**src/rtl/lrsc_pkg.sv**
```systemverilog
package lrsc_pkg;

    // Decoded view of one memory-stage access.
    typedef struct packed {
        logic excl;   // exclusive variant
        logic rev;    // byte-reversed order
        logic ld;     // strobed load
        logic st;     // strobed store
    } lrsc_acc_t;

endpackage

```
**src/rtl/lrsc_decode.sv**
```systemverilog
module lrsc_decode
    import lrsc_pkg::*;
#(
    parameter int INSTR_W  = 32,
    parameter int REV_BIT  = 9,
    parameter int EXCL_BIT = 10,
    parameter int SIZE_W   = 2,
    parameter int BYTES_W  = 4
) (
    input  logic               acc_valid,
    input  logic               acc_store,
    input  logic               imm_fmt,
    input  logic [INSTR_W-1:0] instr,
    input  logic [SIZE_W-1:0]  size_code,
    output lrsc_acc_t          acc,
    output logic [BYTES_W-1:0] size_bytes
);

    logic unused_instr;
    assign unused_instr = ^instr;

    always_comb begin
        acc        = '0;
        acc.rev    = !imm_fmt && instr[REV_BIT];
        acc.excl   = !imm_fmt && instr[EXCL_BIT];
        acc.ld     = acc_valid && !acc_store;
        acc.st     = acc_valid && acc_store;
        size_bytes = BYTES_W'(1) << size_code;
    end

endmodule

```
**src/rtl/lrsc_resv_reg.sv**
```systemverilog
module lrsc_resv_reg #(
    parameter int ADDR_W = 32
) (
    input  logic              clk,
    input  logic              rst_n,
    input  logic              set_en,
    input  logic [ADDR_W-1:0] set_addr,
    output logic [ADDR_W-1:0] resv_addr
);

    typedef struct packed {
        logic [ADDR_W-1:0] addr;
    } resv_state_t;

    // All ones has its low bits set, so no aligned address can equal it.
    localparam resv_state_t RESV_RESET = '{addr: '1};

    resv_state_t state_d, state_q;

    always_comb begin
        state_d = state_q;
        if (set_en) begin
            state_d.addr = set_addr;
        end
    end

    always_ff @(posedge clk or negedge rst_n) begin
        if (!rst_n) begin
            state_q <= RESV_RESET;
        end else begin
            state_q <= state_d;
        end
    end

    assign resv_addr = state_q.addr;

endmodule

```
**src/rtl/lrsc_store_qual.sv**
```systemverilog
module lrsc_store_qual
    import lrsc_pkg::*;
#(
    parameter int ADDR_W     = 32,
    parameter int ALIGN_BITS = 2
) (
    input  lrsc_acc_t         acc,
    input  logic [ADDR_W-1:0] eff_addr,
    input  logic [ADDR_W-1:0] resv_addr,
    output logic [ADDR_W-1:0] mem_addr,
    output logic              mem_we,
    output logic              carry_we,
    output logic              carry_val,
    output logic              set_en,
    output logic [ADDR_W-1:0] set_addr
);

    localparam logic [ADDR_W-1:0] LOW_MASK   = ADDR_W'((64'd1 << ALIGN_BITS) - 64'd1);
    localparam logic [ADDR_W-1:0] ALIGN_MASK = ~LOW_MASK;

    logic [ADDR_W-1:0] aligned;
    logic              hit;

    always_comb begin
        aligned   = eff_addr & ALIGN_MASK;
        hit       = (aligned == resv_addr);
        mem_addr  = acc.excl ? aligned : eff_addr;
        mem_we    = 1'b0;
        carry_we  = 1'b0;
        carry_val = 1'b0;
        set_en    = 1'b0;
        set_addr  = aligned;
        if (acc.ld) begin
            if (acc.excl) begin
                carry_we = 1'b1;
                set_en   = 1'b1;
            end
        end else if (acc.st) begin
            if (acc.excl) begin
                carry_we  = 1'b1;
                carry_val = !hit;
                mem_we    = hit;
            end else begin
                mem_we = 1'b1;
            end
        end
    end

endmodule

```
**src/rtl/lrsc_resv_unit.sv**
```systemverilog
module lrsc_resv_unit
    import lrsc_pkg::*;
#(
    parameter int ADDR_W     = 32,
    parameter int INSTR_W    = 32,
    parameter int REV_BIT    = 9,
    parameter int EXCL_BIT   = 10,
    parameter int SIZE_W     = 2,
    parameter int ALIGN_BITS = 2,
    localparam int BYTES_W   = (1 << SIZE_W)
) (
    input  logic               clk,
    input  logic               rst_n,
    input  logic               acc_valid,
    input  logic               acc_store,
    input  logic               imm_fmt,
    input  logic [INSTR_W-1:0] instr,
    input  logic [SIZE_W-1:0]  size_code,
    input  logic [ADDR_W-1:0]  eff_addr,
    output logic [ADDR_W-1:0]  mem_addr,
    output logic               mem_we,
    output logic [BYTES_W-1:0] size_bytes,
    output logic               rev_order,
    output logic               carry_we,
    output logic               carry_val
);

    lrsc_acc_t         acc;
    logic              set_en;
    logic [ADDR_W-1:0] set_addr;
    logic [ADDR_W-1:0] resv_q;

    lrsc_decode #(
        .INSTR_W (INSTR_W),
        .REV_BIT (REV_BIT),
        .EXCL_BIT(EXCL_BIT),
        .SIZE_W  (SIZE_W),
        .BYTES_W (BYTES_W)
    ) u_decode (
        .acc_valid (acc_valid),
        .acc_store (acc_store),
        .imm_fmt   (imm_fmt),
        .instr     (instr),
        .size_code (size_code),
        .acc       (acc),
        .size_bytes(size_bytes)
    );

    lrsc_store_qual #(
        .ADDR_W    (ADDR_W),
        .ALIGN_BITS(ALIGN_BITS)
    ) u_qual (
        .acc      (acc),
        .eff_addr (eff_addr),
        .resv_addr(resv_q),
        .mem_addr (mem_addr),
        .mem_we   (mem_we),
        .carry_we (carry_we),
        .carry_val(carry_val),
        .set_en   (set_en),
        .set_addr (set_addr)
    );

    lrsc_resv_reg #(
        .ADDR_W(ADDR_W)
    ) u_resv (
        .clk      (clk),
        .rst_n    (rst_n),
        .set_en   (set_en),
        .set_addr (set_addr),
        .resv_addr(resv_q)
    );

    assign rev_order = acc.rev;

endmodule

```
**config.mk**
```make
export PLATFORM = sky130hd
export DESIGN_NAME = lrsc_resv_unit
export DESIGN_NICKNAME = d
export VERILOG_FILES = /design/src/rtl/lrsc_pkg.sv /design/src/rtl/lrsc_decode.sv /design/src/rtl/lrsc_resv_reg.sv /design/src/rtl/lrsc_store_qual.sv /design/src/rtl/lrsc_resv_unit.sv
export SDC_FILE = /design/constraint.sdc
export NUM_CORES = 1
export LEC_CHECK = 0
export BUFFER_PORTS_ARGS = -buffer_cell sky130_fd_sc_hd__buf_4
export CORE_ASPECT_RATIO = 1.4
export CORE_MARGIN = 5
export CORE_UTILIZATION = 39
export CTS_CLUSTER_SIZE = 10
export DETAILED_ROUTE_END_ITERATION = 8
export GPL_ROUTABILITY_DRIVEN = 0
export GPL_TIMING_DRIVEN = 0
export PLACE_DENSITY = 0.81
export SYNTH_ARGS = -nofsm -noshare
export SYNTH_HDL_FRONTEND = slang
export SYNTH_SLANG_ARGS = --single-unit
```
**constraint.sdc**
```tcl
create_clock -name clk -period 1.8 [get_ports clk]
set_clock_uncertainty 0.2 [all_clocks]
set_input_delay 0.27 -clock clk [delete_from_list [all_inputs] [get_ports clk]]
set_output_delay 0.27 -clock clk [all_outputs]
set_load 0.02 [all_outputs]
```
# Yosys cells after proc, flatten, opt, wreduce, memory -nomap -nowiden
# Cells that the tools add are included.
# Widths: inputs -> output; s select.
# totals
ff_bits	32
out_inout_bits	40
# classes
n_eq_ne	1
reduce_logical	7
n_shift	1
muxes	11
# ops
op	n
$eq 32x32->1	1
$mux 1	10
$logic_and 1x1->1	4
$shl 1x2->4 const A	1
$logic_not 1->1	3
$mux 2	1

# Logic depth before layout (Yosys ltp)
# Gate-level depths: netlist of run 1.
# logic_depth
word_depth	5
depth_mapped	5
mapped_depth_nobuf	5

# Hierarchy
# From an unflattened synthesis of run 1, not the netlist that was laid out.
# hier_totals
cells_unflattened	186
hier_area_um2	2283.4
# modules_own_cells
module	cells_each	instances	seq_area_each_um2	area_per_inst_um2
lrsc_resv_reg	68	1	840.8	1385.1
lrsc_store_qual	110	1	0.0	850.8
lrsc_decode	8	1	0.0	47.5

# Worst setup path after synthesis of run 1
# No wires, ideal clock.
# synth_path
path_kind	register -> output
startpoint	register u_resv.state_q (netlist bit u_resv.resv_addr[17])
endpoint	output port mem_we
required_time_ps	1330
arrival_ps	1519
n_path_buf	0
setup_slack_ps	-189
stages_incl_launch_ff	6
cell_sequence	dfstp_2 -> xor2_1 -> nor4_1 -> nand4_1 -> nor4_2 -> o211a_1
# synth_via
elab_chain_cells	4
# synth_rtl
item	line	rtl
start, declared	lrsc_resv_reg.sv:18	resv_state_t state_d, state_q;
start signal, assigned	lrsc_resv_reg.sv:31	state_q <= state_d;
$eq 32x32->1	lrsc_store_qual.sv:26	hit = (aligned == resv_addr);
$mux 1	lrsc_store_qual.sv:39	if (acc.excl) begin
$mux 1	lrsc_store_qual.sv:38	end else if (acc.st) begin
$mux 1	lrsc_store_qual.sv:33	if (acc.ld) begin
end, declared	lrsc_resv_unit.sv:21	output logic mem_we,
# No other way between the ends.

# Worst setup path after layout of run 1
# layout_path
startpoint	register u_resv.state_q (netlist bit u_resv.resv_addr[31])
endpoint	output port mem_we
# The elaborated chain is that of the path after synthesis.

==> results of run 1 <==
## cell usage in the layout (no fill, tap or decap)
cell and n:
sky130_fd_sc_hd__xor2_1 19, sky130_fd_sc_hd__clkbuf_8 5, sky130_fd_sc_hd__buf_2 3, sky130_fd_sc_hd__nand4_1 4
sky130_fd_sc_hd__inv_1 1, sky130_fd_sc_hd__and2_1 3, sky130_fd_sc_hd__dfstp_2 31, sky130_fd_sc_hd__nor3b_1 1
sky130_fd_sc_hd__xnor2_1 11, sky130_fd_sc_hd__buf_4 109, sky130_fd_sc_hd__nor4_4 1, sky130_fd_sc_hd__nor2_1 2
sky130_fd_sc_hd__nor4_1 4, sky130_fd_sc_hd__buf_6 1, sky130_fd_sc_hd__mux2_2 30, sky130_fd_sc_hd__o211a_1 1
sky130_fd_sc_hd__nand2b_1 1, sky130_fd_sc_hd__nand3b_1 1, sky130_fd_sc_hd__nor2b_1 4, sky130_fd_sc_hd__clkbuf_1 1
sky130_fd_sc_hd__nor4_2 1
## area by class of cell
class,instances,area share
clock buffers,6,0.02813
repair buffers,80,0.2342
flip-flops and latches,31,0.3157
multi-input cells,83,0.2973
well taps,62,0.03007
inverters,1,0.001455
plain buffers,33,0.09311
## through the flow
step	TNS (ns)	utilization	area (µm²)	power, µW
finish	-1.304	0.5688	2580	2161
global route	-1.622	0.5688	2580	2285
CTS	-1.388	0.5669	2571	2201
detailed placement	-0.9508	0.5487	2489	1698
global placement	-0.9480	0.5487	2489	1663
floorplan	-0.2739	-	1810	1451
## synth_stat cells
library cell	n	area share
sky130_fd_sc_hd__buf_4	30	0.12
sky130_fd_sc_hd__nor2_1	2	0.0041
sky130_fd_sc_hd__nor3b_1	1	0.0041
sky130_fd_sc_hd__dfstp_2	31	0.45
sky130_fd_sc_hd__buf_2	3	0.0083
sky130_fd_sc_hd__mux2_2	30	0.19
sky130_fd_sc_hd__and2_1	3	0.010
sky130_fd_sc_hd__nand4_1	4	0.014
sky130_fd_sc_hd__nor4_1	5	0.017
sky130_fd_sc_hd__nand2b_1	1	0.0035
sky130_fd_sc_hd__xnor2_1	11	0.053
sky130_fd_sc_hd__nor4_2	1	0.0069
sky130_fd_sc_hd__inv_1	1	0.0021
sky130_fd_sc_hd__xor2_1	19	0.092
sky130_fd_sc_hd__nand3b_1	1	0.0041
sky130_fd_sc_hd__o211a_1	1	0.0055
sky130_fd_sc_hd__nor2b_1	4	0.014
## power breakdown
group	internal (µW)	switching, µW	leakage (µW)	total (µW)
Sequential	956	96.2	0.000325	1050
Combinational	373	257	0.000839	630
Clock	257	222	0.0000371	479
Total	1590	576	0.00120	2160
## kinds of logic after synthesis
| kind of cell | after synthesis | share of synthesized area |
|---|---|---|
| DFF | 31 | 0.4499 |
| AOI/OAI and AO/OA | 1 | 0.005529 |
| and+or+nand+nor | 22 | 0.07810 |
| buffers and inverters | 34 | 0.1348 |
| muxes | 30 | 0.1866 |
| xor gates and xnor gates | 30 | 0.1451 |
## path summary, 6_finish.rpt
| check | from | end | slack [ns] |
|---|---|---|---|
| max | u_resv.resv_addr[31]$_DFFE_PN1P_ | mem_we | -0.68 |
| min | rst_n | u_resv.resv_addr[1]$_DFFE_PN1P_ | 0.02 |
| max reg2reg | u_resv.resv_addr[27]$_DFFE_PN1P_ | u_resv.resv_addr[27]$_DFFE_PN1P_ | 0.85 |
| min reg2reg | u_resv.resv_addr[1]$_DFFE_PN1P_ | u_resv.resv_addr[1]$_DFFE_PN1P_ | 0.29 |
| max in group asynchronous | rst_n | u_resv.resv_addr[13]$_DFFE_PN1P_ | 1.35 |
| min in group clk | eff_addr[30] | u_resv.resv_addr[30]$_DFFE_PN1P_ | 0.06 |
## critical path: stages, from the launching register on
cell,delay (ns)
sky130_fd_sc_hd__dfstp_2,0.53
sky130_fd_sc_hd__xor2_1,0.06
sky130_fd_sc_hd__nor4_1,0.31
sky130_fd_sc_hd__nand4_1,0.21
sky130_fd_sc_hd__nor4_4,0.33
sky130_fd_sc_hd__o211a_1,0.18
sky130_fd_sc_hd__buf_6,0.11
## routing by layer
layer,vias to the layer above,part of all wire,GRT usage
li1,637,-,-
met1,604,0.34,0.1352
met2,53,0.55,0.2429
met3,5,0.090,0.04359
met4,0,0.014,0.04061
met5,-,0,0
## repair_timing
action	4_1_cts	5_1_grt
setup endpoints to repair	2	2
endpoints found under the hold margin	0	0
pin swaps	3	4
buffers inserted	0	0
resized for setup	2	1
==> flow_summary.json, run 1 <==
{
  "result_of_the_run": "finished, violations left",
  "failing_checks": "setup timing",
  "area_of_the_multi_input_gates_um2": 767.0,
  "clk_root_buffer_cell": "sky130_fd_sc_hd__clkbuf_8",
  "antenna_left": 0,
  "report.final.hold_viol_count": 0,
  "clock_insertion_delay_worst_skew_ns": 0.27,
  "post_route_cells_drive_above_1_share": 0.7735,
  "hold_path_class": "primary input to asynchronous set/reset pin",
  "global_route.overflow_total": 0,
  "totalWireLength_um": 3831,
  "worst-slew-pin-transition_ns": 0.3971,
  "floorplan.initialDensity": 0.3992,
  "setup_viol": 2,
  "synth_sequential_area_ratio": 0.4499,
  "finalCriticalPeriod_ns": 2.476,
  "number_of_buffers_inserted_by_hold_repair_at_cts": 0,
  "hpwlAfterDp_um": 3156,
  "finalNonFillerCells": 296,
  "fin_ws_ns": -0.6760,
  "ys_ff_latch": 31,
  "fmax_achieved_ghz": 0.4039,
  "power.density_mw_per_mm2": 837.7,
  "design.final.nets": 306,
  "worst-endpoint-arrival_ns": 2.01,
  "distinct_cell_type_count_of_the_synthesized_netlist": 17,
  "cts-root-to-sink-buffers": 2,
  "drt_iter0_drc": 21,
  "vdd_drop_max_mv": 0.6923,
  "fill_cells": 395,
  "final_min_period_over_clock_period": 1.376,
  "rsz0062_at_grt": "yes",
  "grt_start_max_net_pins": 32,
  "number_of_global_route_vias_before_repair": 1379,
  "num_vias": 1299,
  "fp.dieArea_mm2": 0.006124,
  "route.detailed.wl_per_inst_um": 12.94,
  "first_pass_grt_wire_length_um": 6154,
  "tritoncts_num_sinks": 31,
  "cts_tree": "yes",
  "dpl_worst_slack_ns": -0.4972,
  "storage_cell_area_um2": 814.5,
  "die-width_um": 67.59,
  "synth_warnings": 0,
  "cell_area_after_synthesis_mm2": 0.001810,
  "cts_made_buffers": 5,
  "row_count": 29,
  "io_buffers": 80,
  "number_of_inserted_diodes": 0,
  "timing.hold.ws_ns": 0.01737,
  "antenna_found_initial": 0,
  "drtPass1Iterations": 2,
  "cts_htree_levels": 2,
  "ioPinCount": 111,
  "timing.critical_path.to_type": "primary output",
  "synth_cells": 148,
  "cellLeakagePower_uw": 0.001201,
  "worstPathRequired_ns": 1.33,
  "worstRegToRegCells": 1,
  "track_usage": 0.1325,
  "postSynthNetCount": 219,
  "post-route-drc-count": 0,
  "max_slew_margin": 0.7353,
  "syn_area_per_cell_um2": 12.23,
  "syn_to_final_growth_pct": 42.50,
  "final_max_slew_viol_count": 0,
  "chipHeight_um": 90.62,
  "vias_per_cell": 4.389,
  "kind_of_start_point_of_the_critical_path": "register",
  "coreArea_mm2": 0.004536,
  "maxCapViolCount": 0,
  "criticalPathCategory": "register to primary output",
  "path_max_fanout": 2,
  "largest_register_ffs": 31,
  "clkSlewWorstSetupHoldPaths_ns": 0.06,
  "dp_cells": 290
}
(Power assumes the default switching activity.)
==> inputs of run 2 (changes only) <==
Settings changed: CORE_UTILIZATION 39 to 40, CTS_CLUSTER_DIAMETER set to 150, PLACE_DENSITY 0.81 to 0.79.
Clock period 1.8 ns to 2.9 ns, I/O delays scaled along.
==> run 2 against run 1 <==
Net effect: the flow now finishes without violations; sequential power decreased by 38%; die area decreased by 2.2%; wire length decreased by 3.7%; worst hold slack improved by 0.14 ns; non-clock buffer count unchanged; utilization increased by 1.5 points; cell area increased by 1.0%; setup slack improved by 0.82 ns; global-route usage decreased by 0.23 points; flip-flop and latch count unchanged; largest cell class unchanged; largest power group unchanged.
==> flow_summary.json, run 2 (synthesized netlist as in run 1, its figures left out) <==
{
  "grt_start_max_net_pins": 32,
  "number_of_inserted_diodes": 0,
  "tritoncts_num_sinks": 31,
  "cts-root-to-sink-buffers": 2,
  "coreArea_mm2": 0.004463,
  "timing.critical_path.to_type": "primary output",
  "totalWireLength_um": 3689,
  "cts_post_setup_buffers_inserted": 0,
  "dpl_worst_slack_ns": 0.3017,
  "row_count": 29,
  "worst-endpoint-arrival_ns": 2.12,
  "maxCapViolCount": 0,
  "track_usage": 0.1301,
  "floorplan.initialDensity": 0.4057,
  "clock_insertion_delay_worst_skew_ns": 0.28,
  "setup_viol": 0,
  "power.density_mw_per_mm2": 562.8,
  "antenna_found_initial": 0,
  "fmax_achieved_ghz": 0.3630,
  "worstReg2RegStart": "u_resv.resv_addr[22]$_DFFE_PN1P_",
  "design.final.nets": 306,
  "finalCriticalPeriod_ns": 2.755,
  "share_comb_of_total_power": 0.260,
  "worst-slew-pin-transition_ns": 0.3860,
  "report.final.hold_viol_count": 0,
  "io_buffers": 80,
  "fp.dieArea_mm2": 0.005991,
  "p_seq_frac": 0.444,
  "largest_register_ffs": 31,
  "cellLeakagePower_uw": 0.001209,
  "chipHeight_um": 89.61,
  "netSwitchingPower_uw": 366.4,
  "fill_cells": 402,
  "vdd_drop_max_mv": 0.4344,
  "setup.reg_to_reg.worst_slack_ns": 1.95,
  "criticalPathCategory": "register to primary output",
  "r2r-end": "u_resv.resv_addr[22]$_DFFE_PN1P_",
  "fin_ws_ns": 0.1453,
  "final_max_slew_viol_count": 0,
  "die-width_um": 66.86,
  "clk_root_buffer_cell": "sky130_fd_sc_hd__clkbuf_8",
  "number_of_global_route_vias_before_repair": 1353,
  "worstRegToRegCells": 1,
  "drt_iter0_drc": 11,
  "share_clk_of_total_power": 0.296,
  "final_min_period_over_clock_period": 0.9499,
  "worstPathRequired_ns": 2.27,
  "path_max_fanout": 2,
  "kind_of_start_point_of_the_critical_path": "register",
  "rsz0062_at_grt": "no",
  "cts_tree": "yes",
  "number_of_buffers_inserted_by_hold_repair_at_cts": 0,
  "clkSlewWorstSetupHoldPaths_ns": 0.07,
  "max_slew_margin": 0.7426,
  "global_route.overflow_total": 0,
  "vias_per_cell": 4.433,
  "power.switching_fraction": 0.2498,
  "cell_internal_pwr_uw": 1100,
  "layout_commonest_cell": "sky130_fd_sc_hd__buf_4",
  "cts_made_buffers": 5,
  "syn_to_final_growth_pct": 43.95,
  "result_of_the_run": "finished clean",
  "hpwlAfterDp_um": 2972,
  "first_pass_grt_wire_length_um": 5768,
  "timing.hold.ws_ns": 0.1607,
  "hold_path_class": "primary input to asynchronous set/reset pin",
  "num_vias": 1321,
  "drtPass1Iterations": 2,
  "cts_resized": 0,
  "ioPinCount": 111,
  "finalSetupTns_ns": 0,
  "antenna_left": 0,
  "layout_common_cells": "sky130_fd_sc_hd__buf_4, sky130_fd_sc_hd__dfstp_2, sky130_fd_sc_hd__mux2_2",
  "post_route_cells_drive_above_1_share": 0.7754,
  "route.detailed.wl_per_inst_um": 12.38,
  "cts_htree_levels": 2,
  "post-route-drc-count": 0
}
run 2: how the worst max path moves through the flow:
stage / end / start / slack, ns / depth (start not counted)
detailed placement: mem_we / eff_addr[30] / 0.30 / 7
global placement: mem_we / eff_addr[30] / 0.33 / 7
global route: mem_we / u_resv.resv_addr[30]$_DFFE_PN1P_ / 0.02 / 6
CTS: mem_we / u_resv.resv_addr[30]$_DFFE_PN1P_ / 0.1 / 6
finish: mem_we / u_resv.resv_addr[30]$_DFFE_PN1P_ / 0.15 / 6
floorplan: mem_we / u_resv.resv_addr[17]$_DFFE_PN1P_ / 0.75 / 5
run 2: routing by layer:
| metal | vias to the layer above | global-route usage | wire [µm] |
|---|---|---|---|
| li1 | 641 | - | - |
| met1 | 620 | 0.1315 | 1293 |
| met2 | 54 | 0.2338 | 1942 |
| met3 | 6 | 0.04608 | 378 |
| met4 | 0 | 0.06642 | 75 |
| met5 | - | 0 | 0 |
run 2: final cells by class:
type	instances	area, µm²	area share
sequential	31	814.5	0.3125
clock buffer	6	82.58	0.03169
buffer	33	240.2	0.09217
tap	62	77.57	0.02976
multi-input combinational	83	752.0	0.2885
timing repair buffer	80	600.6	0.2304
inverter	1	3.754	0.001440
clock inverter	2	35.03	0.01344
run 2: worst max-delay path, cell delays in order, from the launching register on:
cell and delay, ns:
sky130_fd_sc_hd__dfstp_2 0.53, sky130_fd_sc_hd__xor2_1 0.06, sky130_fd_sc_hd__nor4_1 0.38, sky130_fd_sc_hd__nand4_1 0.18, sky130_fd_sc_hd__nor4_2 0.37, sky130_fd_sc_hd__o211a_1 0.18
sky130_fd_sc_hd__buf_4 0.13
run 2: metrics by stage:
stage               power, µW  cell area [µm²]  std cells  utilization
floorplan               900.6             1810        148            -
detailed placement       1048             2489        290       0.5576
global route             1552             2606        298       0.5840
finish                   1467             2606        298       0.5840
CTS                      1493             2606        298       0.5840
global placement         1033             2489        290       0.5576
run 2: power by group through the flow:
stage / clock (µW) / sequential [µW] / combinational [µW]
6_report: 434 / 652 / 381
5_1_grt: 468 / 665 / 419
4_1_cts: 450 / 653 / 389
3_5_place_dp: 0 / 660 / 388
3_3_place_gp: 0 / 653 / 380
2_1_floorplan: 0 / 646 / 254
